`src/rtl/mmd_bridge_pkg.sv`:
```
package mmd_bridge_pkg;
   // CSR map (byte offsets)
   localparam int unsigned CMD_OFS  = 32'h720;
   localparam int unsigned DATA_OFS = 32'h724;

   // command word layout
   localparam int BUSY_BIT  = 31;
   localparam int WR_BIT    = 30;
   localparam int MMD_LSB   = 16;
   localparam int MMD_W     = 5;
   localparam int REG_AW    = 16;
   localparam int DW        = 16;

   typedef struct packed {
      logic              wr;
      logic [MMD_W-1:0]  mmd;
      logic [REG_AW-1:0] addr;
   } mmd_cmd_t;
endpackage

```
`src/rtl/mmd_cmd_regs.sv`:
```
module mmd_cmd_regs
   import mmd_bridge_pkg::*;
#(
   parameter int CSR_AW = 12
) (
   input  logic              clk,
   input  logic              rst_n,
   input  logic              csr_we,
   input  logic [CSR_AW-1:0] csr_addr,
   input  logic [31:0]       csr_wdata,
   output logic [31:0]       csr_rdata,
   input  logic              be_ack,
   input  logic [DW-1:0]     be_rdata,
   output logic              busy,
   output mmd_cmd_t          cmd,
   output logic [DW-1:0]     data_q
);
   localparam logic [CSR_AW-1:0] CMD_A  = CSR_AW'(CMD_OFS);
   localparam logic [CSR_AW-1:0] DATA_A = CSR_AW'(DATA_OFS);

   if (CSR_AW < 12) begin : g_bad_aw
      $error("CSR_AW too narrow for the command and data offsets");
   end

   logic sel_cmd, sel_data;
   assign sel_cmd  = csr_we && (csr_addr == CMD_A);
   assign sel_data = csr_we && (csr_addr == DATA_A);

   always_ff @(posedge clk) begin
      if (!rst_n) begin
         busy   <= 1'b0;
         cmd    <= '0;
         data_q <= '0;
      end else if (busy) begin
         if (be_ack) begin
            busy <= 1'b0;
            if (!cmd.wr) data_q <= be_rdata;
         end
      end else begin
         if (sel_cmd) begin
            busy     <= csr_wdata[BUSY_BIT];
            cmd.wr   <= csr_wdata[WR_BIT];
            cmd.mmd  <= csr_wdata[MMD_LSB +: MMD_W];
            cmd.addr <= csr_wdata[REG_AW-1:0];
         end
         if (sel_data) data_q <= csr_wdata[DW-1:0];
      end
   end

   always_comb begin
      csr_rdata = '0;
      if (csr_addr == CMD_A) begin
         csr_rdata[BUSY_BIT]            = busy;
         csr_rdata[WR_BIT]              = cmd.wr;
         csr_rdata[MMD_LSB +: MMD_W]    = cmd.mmd;
         csr_rdata[REG_AW-1:0]          = cmd.addr;
      end else if (csr_addr == DATA_A) begin
         csr_rdata[DW-1:0]              = data_q;
      end
   end


   hold_stable_chk: assert property (@(posedge clk) disable iff (!rst_n)
      (busy && !be_ack) |=> (busy && $stable(cmd) && $stable(data_q)));


   busy_fall_chk: assert property (@(posedge clk) disable iff (!rst_n)
      $fell(busy) |-> $past(be_ack));


   cmd_ignore_chk: assert property (@(posedge clk) disable iff (!rst_n)
      (busy && sel_cmd) |=> $stable(cmd));


   data_ignore_chk: assert property (@(posedge clk) disable iff (!rst_n)
      (busy && sel_data && !be_ack) |=> $stable(data_q));
endmodule

```
`src/rtl/mmd_regfile_port.sv`:
```
module mmd_regfile_port
   import mmd_bridge_pkg::*;
#(
   parameter int LAT        = 4,
   parameter int MMD_IMPL_W = 2,
   parameter int REG_IMPL_W = 3
) (
   input  logic              clk,
   input  logic              rst_n,
   input  logic              req,
   input  mmd_cmd_t          cmd,
   input  logic [DW-1:0]     wdata,
   output logic              ack,
   output logic [DW-1:0]     rdata
);
   localparam int IDX_W = MMD_IMPL_W + REG_IMPL_W;
   localparam int DEPTH = 1 << IDX_W;

   if (LAT < 1) begin : g_bad_lat
      $error("LAT must be at least 1");
   end
   if (MMD_IMPL_W < 1 || MMD_IMPL_W > MMD_W) begin : g_bad_mmd
      $error("MMD_IMPL_W out of range");
   end
   if (REG_IMPL_W < 1 || REG_IMPL_W > 10) begin : g_bad_reg
      $error("REG_IMPL_W out of range");
   end

   logic [DW-1:0]    mem [DEPTH];
   logic [IDX_W-1:0] idx;
   logic             hit;

   assign idx = {cmd.mmd[MMD_IMPL_W-1:0], cmd.addr[REG_IMPL_W-1:0]};
   assign hit = ((cmd.mmd >> MMD_IMPL_W) == '0) && ((cmd.addr >> REG_IMPL_W) == '0);
   assign rdata = hit ? mem[idx] : '0;

   always_ff @(posedge clk) begin
      if (!rst_n) begin
         for (int i = 0; i < DEPTH; i++) mem[i] <= '0;
      end else if (req && ack && cmd.wr && hit) begin
         mem[idx] <= wdata;
      end
   end

   if (LAT == 1) begin : g_lat_one
      assign ack = req;
   end else begin : g_lat_cnt
      localparam int CW = $clog2(LAT);
      logic [CW-1:0] cnt;
      assign ack = req && (cnt == CW'(LAT - 1));
      always_ff @(posedge clk) begin
         if (!rst_n)   cnt <= '0;
         else if (ack) cnt <= '0;
         else if (req) cnt <= cnt + 1'b1;
      end
   end


   req_persist_chk: assert property (@(posedge clk) disable iff (!rst_n)
      (req && !ack) |=> req);
endmodule

```
`src/rtl/mmd_csr_bridge.sv`:
```
module mmd_csr_bridge
   import mmd_bridge_pkg::*;
#(
   parameter int CSR_AW     = 12,
   parameter int LAT        = 4,
   parameter int MMD_IMPL_W = 2,
   parameter int REG_IMPL_W = 3
) (
   input  logic              clk,
   input  logic              rst_n,
   input  logic              csr_we,
   input  logic [CSR_AW-1:0] csr_addr,
   input  logic [31:0]       csr_wdata,
   output logic [31:0]       csr_rdata
);
   logic          busy;
   logic          ack;
   mmd_cmd_t      cmd;
   logic [DW-1:0] data_q;
   logic [DW-1:0] be_rdata;

   mmd_cmd_regs #(.CSR_AW(CSR_AW)) u_regs (
      .clk       (clk),
      .rst_n     (rst_n),
      .csr_we    (csr_we),
      .csr_addr  (csr_addr),
      .csr_wdata (csr_wdata),
      .csr_rdata (csr_rdata),
      .be_ack    (ack),
      .be_rdata  (be_rdata),
      .busy      (busy),
      .cmd       (cmd),
      .data_q    (data_q)
   );

   mmd_regfile_port #(
      .LAT        (LAT),
      .MMD_IMPL_W (MMD_IMPL_W),
      .REG_IMPL_W (REG_IMPL_W)
   ) u_port (
      .clk   (clk),
      .rst_n (rst_n),
      .req   (busy),
      .cmd   (cmd),
      .wdata (data_q),
      .ack   (ack),
      .rdata (be_rdata)
   );


   busy_clear_chk: assert property (@(posedge clk) disable iff (!rst_n)
      ack |=> !busy);
endmodule

```
`config.mk`:
```
export PLATFORM = sky130hd
export DESIGN_NAME = mmd_csr_bridge
export DESIGN_NICKNAME = d
export VERILOG_FILES = /design/src/rtl/mmd_bridge_pkg.sv /design/src/rtl/mmd_cmd_regs.sv /design/src/rtl/mmd_regfile_port.sv /design/src/rtl/mmd_csr_bridge.sv
export SDC_FILE = /design/constraint.sdc
export NUM_CORES = 1
export LEC_CHECK = 0
export BUFFER_PORTS_ARGS = -buffer_cell sky130_fd_sc_hd__buf_4
export CAP_MARGIN = 5
export CORE_MARGIN = 2
export CORE_UTILIZATION = 60
export CTS_BUF_LIST = sky130_fd_sc_hd__clkbuf_16
export DETAILED_ROUTE_END_ITERATION = 8
export PLACE_DENSITY = 0.77
export SYNTH_ARGS = -nofsm -noshare
export SYNTH_HDL_FRONTEND = slang
export SYNTH_SLANG_ARGS = --single-unit
export TNS_END_PERCENT = 50
```
`constraint.sdc`:
```
create_clock -name clk -period 5.4 [get_ports clk]
set_input_delay 0.54 -clock clk [delete_from_list [all_inputs] [get_ports clk]]
set_output_delay 0.54 -clock clk [all_outputs]
set_load 0.01 [all_outputs]
```
==> results.md <==
- The number of iterations in the first detailed-routing pass is 6.
- In this run the critical register-to-register path is captured at u_port.mem[0][10].
- The total stage count of the critical path is 5.
- For the worst setup path, the data required time is 5.61 ns.
- Grouping stages by cell kind, the critical path spends the most delay in simple AND/OR/NAND/NOR gates.
- The total area inside the core boundary comes to 42800 um^2.
- Summed over all layers, the routed wires come to 62.2 mm.
- The number of clock sinks seen by CTS is around 560.
- The number of antenna violations at the first check in global routing is 0.
- At the end of the flow, the number of nets in the layout was 1834.
- Cells fill 66.0% of the core in the end.
- The filler cells instantiated in the layout total approximately 3000.
- Of all nets on the critical path, the largest fanout is 27.
- After synthesis, the most frequently instantiated cells are sky130_fd_sc_hd__and2_1 (521), sky130_fd_sc_hd__edfxtp_1 (512), sky130_fd_sc_hd__mux4_2 (126).
- The worst register-to-register path has a setup slack of ~1.4 ns.
- Cells with a size suffix above 1 make up 20.3% of the layout.
- From bottom edge to top edge, the die measures around 210 um.
- The detailed-placement wirelength estimate is between 30 and 40 mm.
- Entering global routing, the biggest net connects 74 pins.
- Of the available clock period, the critical path in the final layout requires approximately 73%.
- The post-CTS setup-driven buffer insertion count is 0.
- In this design, the stage delay of the slowest critical-path cell is around 0.9 ns.
- Setup repair after global routing left no endpoint under its margin.
- The tree is rooted in a sky130_fd_sc_hd__clkbuf_16.
- In this run the tightest slew margin relative to its limit is a little over a fifth.
- The width of the die is between 200 and 250 um.
- For the pin with the worst max-slew slack, the measured transition is between 1 and 1.5 ns.
- The final period demand of the worst path is just under 4 ns.
- The worst setup path is launched from a register.
- The top cell type's share of synthesized area is 59.5%.
- By instance count, the leading cell after synthesis is sky130_fd_sc_hd__and2_1.
- The cell count after synthesis is 1781.
- The overall die area is ~45000 um^2.
- The number of buffers and inverters on the critical path is 0.
- Port buffering added 60 buffers.
- The weighted congestion at the end of routability-driven global placement is 0.948.
- Derived from the worst setup path, the maximum achievable clock frequency is between 200 and 300 MHz.
- In this run, distinct cell masters in the synthesized netlist total 56.
- The global-route total usage across every layer is 28.3%.
- The hold violation count in the final report was 0.
- The biggest area contributor in the post-synthesis netlist is sky130_fd_sc_hd__edfxtp_1.
- Between clock sinks in the finished design, the worst skew comes to between 0.015 and 0.02 ns.
- The remaining antenna violation count after routing is 0.
- The most critical setup path has its endpoint at u_port.mem[0][10].
- For this run, the register share of the synthesized area comes to 63.0%.
- Across all layers, the routed design uses roughly 15000 vias.
- Setup violations remaining at the end of the flow were counted as 0.
- The class of the tightest hold or removal check is primary input to register.
- Each instance of the synthesized netlist takes up on average approximately 15 um^2.
- The number of top-level pins is between 70 and 80.
- The area overhead of the layout relative to synthesis is 9.32%.
- For the final routed database, the setup TNS stands at 0 ns.
- The run finished with clean final reports.
- The initialized floorplan defines 76 standard-cell rows.
- The combined area of all synthesized cells is approximately 26000 um^2.
- In the synthesized netlist the dominant register cell turns out to be sky130_fd_sc_hd__edfxtp_1.
- Summed over all cells, the static leakage comes to approximately 9.5 nW.
- The residual overflow from global routing is 0.
- The maximum level of the CTS H-tree is 2.
- The startpoint of the most critical setup path is u_regs.busy.
- The setup path with the least slack is of type register to register.
- The iteration-0 DRC count of the detailed router is just over 2000.
- The max-cap check violation count is 0.
- The category of the worst setup path capture point is a register.
- The data arrival time of the critical path is 4.17 ns.
- The number of resized instances in the post-cts repair step is 0.
- The number of global-route vias before repair is about 15000.
- The depth of the most critical reg-to-reg path is 5.
- The mean number of vias per cell is ~6.3.
- The antenna diode count is 0.
- The starting utilization of the core area is roughly 60%.
- The first global-routing pass estimated 91.8 mm of wire.
- The number of buffers on the longest clock path is 3.
- After detailed routing, the average wire length per cell comes to 26.2 um.
- The number of slew-limit violations in the final report is 0.
- The post-route DRC violation count is 0.
- The count of state elements after synthesis is 558.
- The number of clock buffers inserted by TritonCTS is 53.
- By area the synthesized netlist is led by sky130_fd_sc_hd__edfxtp_1 (59%), sky130_fd_sc_hd__and2_1 (13%), sky130_fd_sc_hd__mux4_2 (11%).
- VDD sags by at most about 230 uV.
- Traced cell by cell, the critical path runs through nor4b_4 -> nand3_2 -> or4_1 -> nor3_4 -> nand2b_1.
- TritonCTS built the clock tree.
- For this design the ratio of total power to cell area is a little over 300 nW/um^2.
- The worst hold path was traced through 3 stages.
- Buffers inserted to repair hold after CTS numbered 0.
- Yosys mapped a number of flops with a built-in enable equal to just over 500.
- The Yosys step of the flow raised 0 warnings.
- The share of flip-flops with an asynchronous set or reset after synthesis is 0%.
- The startpoint identified for the worst register-to-register timing path is u_regs.busy.
- The highest-delay cell along the critical path is sky130_fd_sc_hd__or4_1.
- Clock-pin slew was measured on the worst setup and hold paths at about 0.060 ns.
- For the worst-skew pair, the clock arrives at the later sink with an insertion delay of 0.59 ns.
how the worst min path moves through the flow:
stage,from,endpoint
after detailed placement,u_regs.cmd[7],u_regs.cmd[7]
final,csr_wdata[31],u_regs.busy
after global placement,u_regs.cmd[14],u_regs.cmd[14]
after CTS,csr_wdata[31],u_regs.busy
after floorplan,u_regs.cmd[5],u_regs.cmd[5]
after global routing,csr_wdata[30],u_regs.cmd[21]
flip-flops by register name (all words and copies together), names as in the netlist, named ones only:
name,count
u_port.mem,512
u_regs.busy,1
u_regs.data_q,16
u_port.g_lat_cnt.cnt,2
u_regs.cmd,22
report_power, final:
group          switching (mW)  leakage [nW]  total (mW)  internal, mW
sequential             0.0517          5.24        4.94          4.89
combinational           0.164          3.41       0.274         0.110
clock                    1.55         0.843        3.51          1.96
total                    1.77          9.50        8.73          6.96
cells by family (layout without fill, tap and decap cells):
| family | count (synthesis) | count (layout) | synth area share [%] |
|---|---|---|---|
| AND/OR/NAND/NOR | 703 | 703 | 17.1 |
| multiplexers | 161 | 161 | 12.4 |
| AO/OA/AOI/OAI | 168 | 168 | 4.09 |
| adder cells (fa/ha/maj) | 1 | 1 | 0.0484 |
| flip-flops | 558 | 558 | 63.0 |
| buffers and inverters | 189 | 226 | 3.32 |
| other | 1 | 9 | 0.0145 |
tightest hold or removal path, cell delays in order:
cell and delay (ns):
sky130_fd_sc_hd__buf_4 0.08, sky130_fd_sc_hd__a21oi_1 0.05, sky130_fd_sc_hd__nor2b_1 0.09
layout make-up:
class                           count  area (um^2)  share of cell area (%)
Clock inverter                     42          282                   0.996
Clock buffer                       53         1330                    4.69
Tap cell                          546          683                    2.42
Sequential cell                   558        16300                    57.7
Multi-Input combinational cell   1042         8730                    30.9
Timing Repair Buffer              112          866                    3.06
Inverter                           19         71.3                   0.252
per-stage QoR:
step / cells / worst slack, ns / instance area, um^2 / total power, mW / hold WS (ns)
floorplan: 1789 / 2.28 / 25900 / 5.18 / 0.444
detailed placement: 2277 / 1.49 / 26700 / 5.31 / 0.467
global route: 2372 / 1.29 / 28300 / 8.95 / 0.189
CTS: 2372 / 1.48 / 28300 / 8.75 / 0.182
finish: 2372 / 1.43 / 28300 / 8.73 / 0.206
global placement: 2277 / 1.60 / 26700 / 5.29 / 0.454
per-layer routing:
| metal | GRT usage (%) | vias up | wire length, um |
|---|---|---|---|
| met5 | 0 | - | 0 |
| met4 | 10.9 | 0 | 2470 |
| met3 | 6.41 | 141 | 6690 |
| met2 | 44.3 | 848 | 28800 |
| met1 | 39.2 | 7473 | 24300 |
| li1 | - | 6500 | - |
layout by cell type (no fill, tap or decap), types with 32 or more instances in the layout:
master                      count
sky130_fd_sc_hd__dfxtp_1       43
sky130_fd_sc_hd__clkbuf_16     53
sky130_fd_sc_hd__buf_4        110
sky130_fd_sc_hd__nand2_1       67
sky130_fd_sc_hd__mux4_2       126
sky130_fd_sc_hd__inv_1         36
sky130_fd_sc_hd__edfxtp_1     512
sky130_fd_sc_hd__o22ai_1       32
sky130_fd_sc_hd__o21ai_1       33
sky130_fd_sc_hd__and2_1       521
(Power assumes the default switching activity.)
